==> config.mk <==
export PLATFORM = sky130hd
export DESIGN_NAME = pxsel_merge
export DESIGN_NICKNAME = d
export VERILOG_FILES = /design/src/rtl/pxsel_pkg.sv /design/src/rtl/pxsel_walker.sv /design/src/rtl/pxsel_tag.sv /design/src/rtl/pxsel_align.sv /design/src/rtl/pxsel_merge.sv
export SDC_FILE = /design/constraint.sdc
export NUM_CORES = 1
export LEC_CHECK = 0
export BUFFER_PORTS_ARGS = -buffer_cell sky130_fd_sc_hd__buf_2
export CELL_PAD_IN_SITES_DETAIL_PLACEMENT = 0
export CELL_PAD_IN_SITES_GLOBAL_PLACEMENT = 2
export CORE_MARGIN = 1
export CORE_UTILIZATION = 31
export CTS_CLUSTER_SIZE = 10
export DETAILED_ROUTE_END_ITERATION = 7
export GPL_TIMING_DRIVEN = 0
export PLACE_DENSITY = 0.81
export SLEW_MARGIN = 20
export SYNTH_ARGS = -nofsm -noshare
export SYNTH_HDL_FRONTEND = slang
export SYNTH_SLANG_ARGS = --single-unit
==> constraint.sdc <==
create_clock -name clk -period 5.95 [get_ports clk]
set_input_delay 0.8925 -clock clk [delete_from_list [all_inputs] [get_ports clk]]
set_output_delay 0.8925 -clock clk [all_outputs]
set_load 0.03 [all_outputs]
==> src/rtl/pxsel_pkg.sv <==
package pxsel_pkg;

  localparam logic [7:0] TAG_DIRECT = 8'h03;

  typedef struct packed {
    logic vld;
    logic sol;
    logic eol;
  } pxsel_mark_t;

  typedef struct packed {
    logic [7:0] r;
    logic [7:0] g;
    logic [7:0] b;
  } pxsel_rgb_t;

  function automatic logic tag_is_direct(input logic [31:0] ctl_word);
    return ctl_word[31:24] == TAG_DIRECT;
  endfunction

  function automatic pxsel_rgb_t split_direct(input logic [31:0] dir_word);
    pxsel_rgb_t c;
    c.r = dir_word[23:16];
    c.g = dir_word[15:8];
    c.b = dir_word[7:0];
    return c;
  endfunction

endpackage

==> src/rtl/pxsel_walker.sv <==
module pxsel_walker
  import pxsel_pkg::*;
#(
  parameter int MAX_W  = 1024,
  parameter int MAX_H  = 768,
  parameter int STRIDE = 1024,
  parameter int WW     = $clog2(MAX_W + 1),
  parameter int HW     = $clog2(MAX_H + 1),
  parameter int XB     = $clog2(STRIDE),
  parameter int YB     = $clog2(MAX_H),
  parameter int IA_W   = XB + YB,
  parameter int DA_W   = IA_W + 2
) (
  input  logic            clk,
  input  logic            rst,
  input  logic            frame_start,
  input  logic [WW-1:0]   cfg_width,
  input  logic [HW-1:0]   cfg_height,
  output pxsel_mark_t     mark,
  output logic [IA_W-1:0] idx_addr,
  output logic [DA_W-1:0] dir_addr,
  output logic [DA_W-1:0] ctl_addr
);

  localparam logic [WW-1:0] W_CAP = WW'(MAX_W);
  localparam logic [HW-1:0] H_CAP = HW'(MAX_H);

  logic            run;
  logic [WW-1:0]   cur_x, w_lat, w_eff;
  logic [YB-1:0]   cur_y;
  logic [HW-1:0]   h_lat, h_eff;
  logic            last_x, last_y;
  logic [IA_W-1:0] pix_off;

  assign w_eff   = (cfg_width  > W_CAP) ? W_CAP : cfg_width;
  assign h_eff   = (cfg_height > H_CAP) ? H_CAP : cfg_height;
  assign last_x  = (cur_x == w_lat - WW'(1));
  assign last_y  = (HW'(cur_y) == h_lat - HW'(1));
  assign pix_off = {cur_y, XB'(cur_x)};

  always_ff @(posedge clk) begin
    if (rst) begin
      run      <= 1'b0;
      cur_x    <= '0;
      cur_y    <= '0;
      w_lat    <= '0;
      h_lat    <= '0;
      mark     <= '0;
      idx_addr <= '0;
      dir_addr <= '0;
      ctl_addr <= '0;
    end else begin
      mark <= '0;
      if (frame_start) begin
        w_lat <= w_eff;
        h_lat <= h_eff;
        cur_x <= '0;
        cur_y <= '0;
        run   <= (w_eff != '0) && (h_eff != '0);
      end else if (run) begin
        mark.vld <= 1'b1;
        mark.sol <= (cur_x == '0);
        mark.eol <= last_x;
        idx_addr <= pix_off;
        dir_addr <= {pix_off, 2'b00};
        ctl_addr <= {pix_off, 2'b00};
        if (last_x) begin
          cur_x <= '0;
          if (last_y) run <= 1'b0;
          else        cur_y <= cur_y + YB'(1);
        end else begin
          cur_x <= cur_x + WW'(1);
        end
      end
    end
  end

endmodule

==> src/rtl/pxsel_tag.sv <==
module pxsel_tag
  import pxsel_pkg::*;
#(
  parameter int IDX_W = 8
) (
  input  logic             clk,
  input  logic             rst,
  input  pxsel_mark_t      mark_in,
  input  logic [IDX_W-1:0] idx_rdata,
  input  logic [31:0]      dir_rdata,
  input  logic [31:0]      ctl_rdata,
  output pxsel_mark_t      mark_out,
  output logic [IDX_W-1:0] pal_index,
  output pxsel_rgb_t       dir_rgb,
  output logic             use_direct
);

  pxsel_mark_t s1_mark;
  logic        unused_bits;

  assign unused_bits = ^{dir_rdata[31:24], ctl_rdata[23:0]};

  always_ff @(posedge clk) begin
    if (rst) begin
      s1_mark    <= '0;
      mark_out   <= '0;
      pal_index  <= '0;
      dir_rgb    <= '0;
      use_direct <= 1'b0;
    end else begin
      s1_mark  <= mark_in;
      mark_out <= s1_mark;
      if (s1_mark.vld) begin
        pal_index  <= idx_rdata;
        dir_rgb    <= split_direct(dir_rdata);
        use_direct <= tag_is_direct(ctl_rdata);
      end
    end
  end

endmodule

==> src/rtl/pxsel_align.sv <==
module pxsel_align
  import pxsel_pkg::*;
(
  input  logic        clk,
  input  logic        rst,
  input  pxsel_mark_t mark_in,
  input  pxsel_rgb_t  dir_in,
  input  logic        dir_sel_in,
  input  logic [23:0] pal_rgb,
  output logic        pix_valid,
  output logic [31:0] pix_data,
  output logic        pix_sol,
  output logic        pix_eol
);

  pxsel_mark_t s3_mark;
  pxsel_rgb_t  s3_dir;
  logic        s3_sel;
  logic [23:0] merged;

  assign merged = s3_sel ? s3_dir : pal_rgb;

  always_ff @(posedge clk) begin
    if (rst) begin
      s3_mark   <= '0;
      s3_dir    <= '0;
      s3_sel    <= 1'b0;
      pix_valid <= 1'b0;
      pix_data  <= '0;
      pix_sol   <= 1'b0;
      pix_eol   <= 1'b0;
    end else begin
      s3_mark   <= mark_in;
      s3_dir    <= dir_in;
      s3_sel    <= dir_sel_in;
      pix_valid <= s3_mark.vld;
      pix_sol   <= s3_mark.vld & s3_mark.sol;
      pix_eol   <= s3_mark.vld & s3_mark.eol;
      pix_data  <= s3_mark.vld ? {8'h00, merged} : 32'h0;
    end
  end

endmodule

==> src/rtl/pxsel_merge.sv <==
module pxsel_merge
  import pxsel_pkg::*;
#(
  parameter int MAX_W  = 1024,
  parameter int MAX_H  = 768,
  parameter int STRIDE = 1024,
  parameter int IDX_W  = 8,
  localparam int WW    = $clog2(MAX_W + 1),
  localparam int HW    = $clog2(MAX_H + 1),
  localparam int XB    = $clog2(STRIDE),
  localparam int YB    = $clog2(MAX_H),
  localparam int IA_W  = XB + YB,
  localparam int DA_W  = IA_W + 2
) (
  input  logic             clk,
  input  logic             rst,
  input  logic             frame_start,
  input  logic [WW-1:0]    cfg_width,
  input  logic [HW-1:0]    cfg_height,
  output logic             plane_rd,
  output logic [IA_W-1:0]  idx_addr,
  input  logic [IDX_W-1:0] idx_rdata,
  output logic [DA_W-1:0]  dir_addr,
  input  logic [31:0]      dir_rdata,
  output logic [DA_W-1:0]  ctl_addr,
  input  logic [31:0]      ctl_rdata,
  output logic             pal_req,
  output logic [IDX_W-1:0] pal_index,
  input  logic [23:0]      pal_rgb,
  output logic             pix_valid,
  output logic [31:0]      pix_data,
  output logic             pix_sol,
  output logic             pix_eol
);

  pxsel_mark_t s0_mark, s2_mark;
  pxsel_rgb_t  s2_dir;
  logic        s2_sel;

  pxsel_walker #(
    .MAX_W(MAX_W), .MAX_H(MAX_H), .STRIDE(STRIDE),
    .WW(WW), .HW(HW), .XB(XB), .YB(YB), .IA_W(IA_W), .DA_W(DA_W)
  ) u_walk (
    .clk(clk), .rst(rst), .frame_start(frame_start),
    .cfg_width(cfg_width), .cfg_height(cfg_height),
    .mark(s0_mark), .idx_addr(idx_addr), .dir_addr(dir_addr), .ctl_addr(ctl_addr)
  );

  assign plane_rd = s0_mark.vld;

  pxsel_tag #(.IDX_W(IDX_W)) u_tag (
    .clk(clk), .rst(rst), .mark_in(s0_mark),
    .idx_rdata(idx_rdata), .dir_rdata(dir_rdata), .ctl_rdata(ctl_rdata),
    .mark_out(s2_mark), .pal_index(pal_index), .dir_rgb(s2_dir), .use_direct(s2_sel)
  );

  assign pal_req = s2_mark.vld;

  pxsel_align u_align (
    .clk(clk), .rst(rst), .mark_in(s2_mark), .dir_in(s2_dir), .dir_sel_in(s2_sel),
    .pal_rgb(pal_rgb), .pix_valid(pix_valid), .pix_data(pix_data),
    .pix_sol(pix_sol), .pix_eol(pix_eol)
  );

endmodule

==> flow_summary.toml <==
[drt]
drt_first_iter_violations = 204
ant_nets = 0
drc = 0
first_pass_iters = 5
via_per_inst = 4.436
route.vias.total = 5412
routed_wl_um = 17080
wl_per_cell_um = 14.00

[sta]
max_freq_mhz = 295.0
final_hold_viol_count = 0
fin_crit_sh = 0.5697
setup_viol = 0
headroom_to_the_max_slew_limit = 0.4716
grt_setup_unrepaired = "false"
max_slew.worst_pin.slew_ns = 0.7926
post-route-min-period_ns = 3.390
finalSetupTns_ns = 0
slew_violations = 0
skew_ns = 0.01173

[layout]
drive_above_1_share = 0.3026
antenna-diode-count = 0
finalCoreUtilization = 0.4076
area_growth_syn_to_layout_pct = 28.24
finish.net_count = 1057

[synthesis]
synth-main-ff-cell = "sky130_fd_sc_hd__dfxtp_1"
async_reset_ff_frac = 0
yosysTopAreaCell = "sky130_fd_sc_hd__dfxtp_1"
yosys.area.top_type_share = 0.4779
synth.ff_latch_count = 160
synth_sequential_area_ratio = 0.4779
synth-edff-count = 0
synthCells = 718
post_synth_cell_types = 55
syn-mean-instance-area_um2 = 9.335
syn_area_mm2 = 0.006703
yosysWarnings = 0
synth_top_cells_by_area = "sky130_fd_sc_hd__dfxtp_1 48%, sky130_fd_sc_hd__mux2i_1 9.1%, sky130_fd_sc_hd__buf_4 5.8%"

[power_and_ir_drop]
powerDensity_mw_per_mm2 = 274.0
post-layout-total-power_mw = 2.355
ir_worst_vdd_uv = 180.4
static-leakage-power_nw = 3.656

[cts]
clkSlewWorstSetupHoldPaths_ns = 0.07
cts_num_sinks = 160
tritoncts = "done"
cts_max_level = 4
cts-hold-fix-buffers = 0
clk_latency_ns = 0.43
postCtsSetupRepairBufs = 0
clock_tree.buffer_depth = 2
cts_made_buffers = 17
post_cts.resized_instances = 0
cts_root_buf = "sky130_fd_sc_hd__clkbuf_16"

[critical_path]
worst_setup_path_start_kind = "flop"
delay_of_the_slowest_cell_on_the_worst_path_ns = 0.47
critical_path.endpoint_type = "flop"
critPathArrivalTime_ns = 3.72
buf_inv_on_cp = 3
cp.required_ns = 6.28
crit_slowest_cell = "sky130_fd_sc_hd__nor3b_1"
r2r_slack_ns = 2.56
cp_top_family = "simple AND/OR/NAND/NOR gates"
path_cells = "clkbuf_1, inv_1, ha_1, nor3b_1, a41oi_1, nor4_1, nand4_1, nor2_1, clkbuf_1, nand4_1, a21o_1"
worstPathMaxFanout = 10
worstSetupPathType = "reg2reg"

[die]
initial_utilization = 0.3178
floorplan.die_area_mm2 = 0.02221
die_w_um = 149.0
floorplan.die.height_um = 149.0
floorplan.rows = 53
placeableCoreArea_mm2 = 0.02109
io-pin-count = 229

[global_routing]
first_global_vias = 5053
pin_count_of_the_biggest_net_entering_global_routing = 19
gr-total-overflow = 0
grt_pass1_wl_um = 26560
number_of_antenna_violations_at_the_first_check_in_global_routing = 0
gr-usage-all-layers = 0.1557

[placed_design]
gp_routability_congestion = 0.7866
io_buffer_count = 184
place_hpwl_um = 13060

[run]
maxCapViolCount = 0

[run_status]
status = "finished clean"

[hold_path]
hold_class = "reg2reg"
[per-layer routing]
| metal | wire [um] | GRT usage | vias up | part of all wire |
|---|---|---|---|---|
| li1 | - | - | 2825 | - |
| met3 | 910 | 0.04648 | 9 | 0.053 |
| met5 | 0 | 0 | - | 0 |
| met2 | 8023 | 0.2591 | 135 | 0.47 |
| met1 | 7999 | 0.1956 | 2443 | 0.47 |
| met4 | 144 | 0.03929 | 0 | 0.0084 |
[final cells by class]
cell class,count,area [um^2]
multi-input cells,467,2960
clock buffers,17,425.4
plain buffers,93,546.8
flip-flops and latches,160,3203
well taps,275,344.1
fillers,2187,12490
inverters,9,33.78
repair buffers,184,920.9
clock inverters,15,161.4
[cell usage after synthesis, drive strengths merged, types with 14 or more instances]
cell type,number
buf,57
mux2i,61
xor2,14
nor2,79
nor2b,39
a22o,14
dfxtp,160
xnor2,21
a21oi,32
nand2,61
clkbuf,36
nor4,15
[through the flow]
stage               hold slack [ns]  cell area (um^2)  setup WS [ns]  std cells
floorplan                    0.4057              6744          3.308        729
finish                       0.4372              8596          2.560       1220
detailed placement           0.4247              8009          2.623       1188
CTS                          0.4414              8596          2.602       1220
global route                 0.4526              8596          2.330       1220
global placement             0.4299              8009          2.554       1188
[worst reg2reg max path, stage by stage, from the launching register on]
cell and delay, ns:
sky130_fd_sc_hd__dfxtp_1 0.30, sky130_fd_sc_hd__clkbuf_1 0.17, sky130_fd_sc_hd__inv_1 0.13, sky130_fd_sc_hd__ha_1 0.25, sky130_fd_sc_hd__nor3b_1 0.47, sky130_fd_sc_hd__a41oi_1 0.20
sky130_fd_sc_hd__nor4_1 0.36, sky130_fd_sc_hd__nand4_1 0.16, sky130_fd_sc_hd__nor2_1 0.45, sky130_fd_sc_hd__clkbuf_1 0.46, sky130_fd_sc_hd__nand4_1 0.16, sky130_fd_sc_hd__a21o_1 0.20
[state kept, by name (all words and copies together), names as in the netlist, 3 cells and up]
name / count
u_tag.dir_rgb: 24
u_walk.cur_y: 10
u_walk.idx_addr: 20
u_align.pix_data: 24
u_tag.pal_index: 8
u_walk.w_lat: 11
u_tag.mark_out: 3
u_walk.h_lat: 10
u_align.s3_dir: 24
u_tag.s1_mark: 3
u_walk.mark: 3
u_walk.cur_x: 11
u_align.s3_mark: 3
[power by group]
group	internal (mW)	total (mW)	switching, mW
registers	1.08	1.10	0.0108
clock network	0.565	1.08	0.512
logic	0.0791	0.182	0.103
[logic make-up after synthesis]
group           synth area share
fa+ha+maj               0.009334
mux                      0.09110
buf+inv                  0.08661
flops                     0.4779
xor+xnor                 0.04574
other cells            0.0005595
simple gates              0.2029
compound gates           0.08587
[worst paths after layout]
kind	startpoint	end	cells past startpoint
hold reg to reg	u_walk.mark[0]$_SDFF_PP0_	u_tag.s1_mark[0]$_SDFF_PP0_	1
hold / removal	u_walk.mark[0]$_SDFF_PP0_	u_tag.s1_mark[0]$_SDFF_PP0_	1
setup / recovery	u_walk.h_lat[0]$_SDFFE_PP0P_	u_walk.run$_SDFF_PP0_	11
setup reg to reg	u_walk.h_lat[0]$_SDFFE_PP0P_	u_walk.run$_SDFF_PP0_	11
[cells in the final DEF, fill, tap and decap left out, types with 14 or more instances in the layout]
cell type                   instances
sky130_fd_sc_hd__buf_2            186
sky130_fd_sc_hd__dfxtp_1          160
sky130_fd_sc_hd__nor2_1            79
sky130_fd_sc_hd__nand2_1           61
sky130_fd_sc_hd__mux2i_1           61
sky130_fd_sc_hd__buf_4             52
sky130_fd_sc_hd__nor2b_1           39
sky130_fd_sc_hd__clkbuf_1          36
sky130_fd_sc_hd__a21oi_1           31
sky130_fd_sc_hd__xnor2_1           21
sky130_fd_sc_hd__clkbuf_16         17
sky130_fd_sc_hd__nor4_1            14
sky130_fd_sc_hd__a22o_1            14
sky130_fd_sc_hd__xor2_1            14
Note: power is estimated with default switching activity, not from simulation.
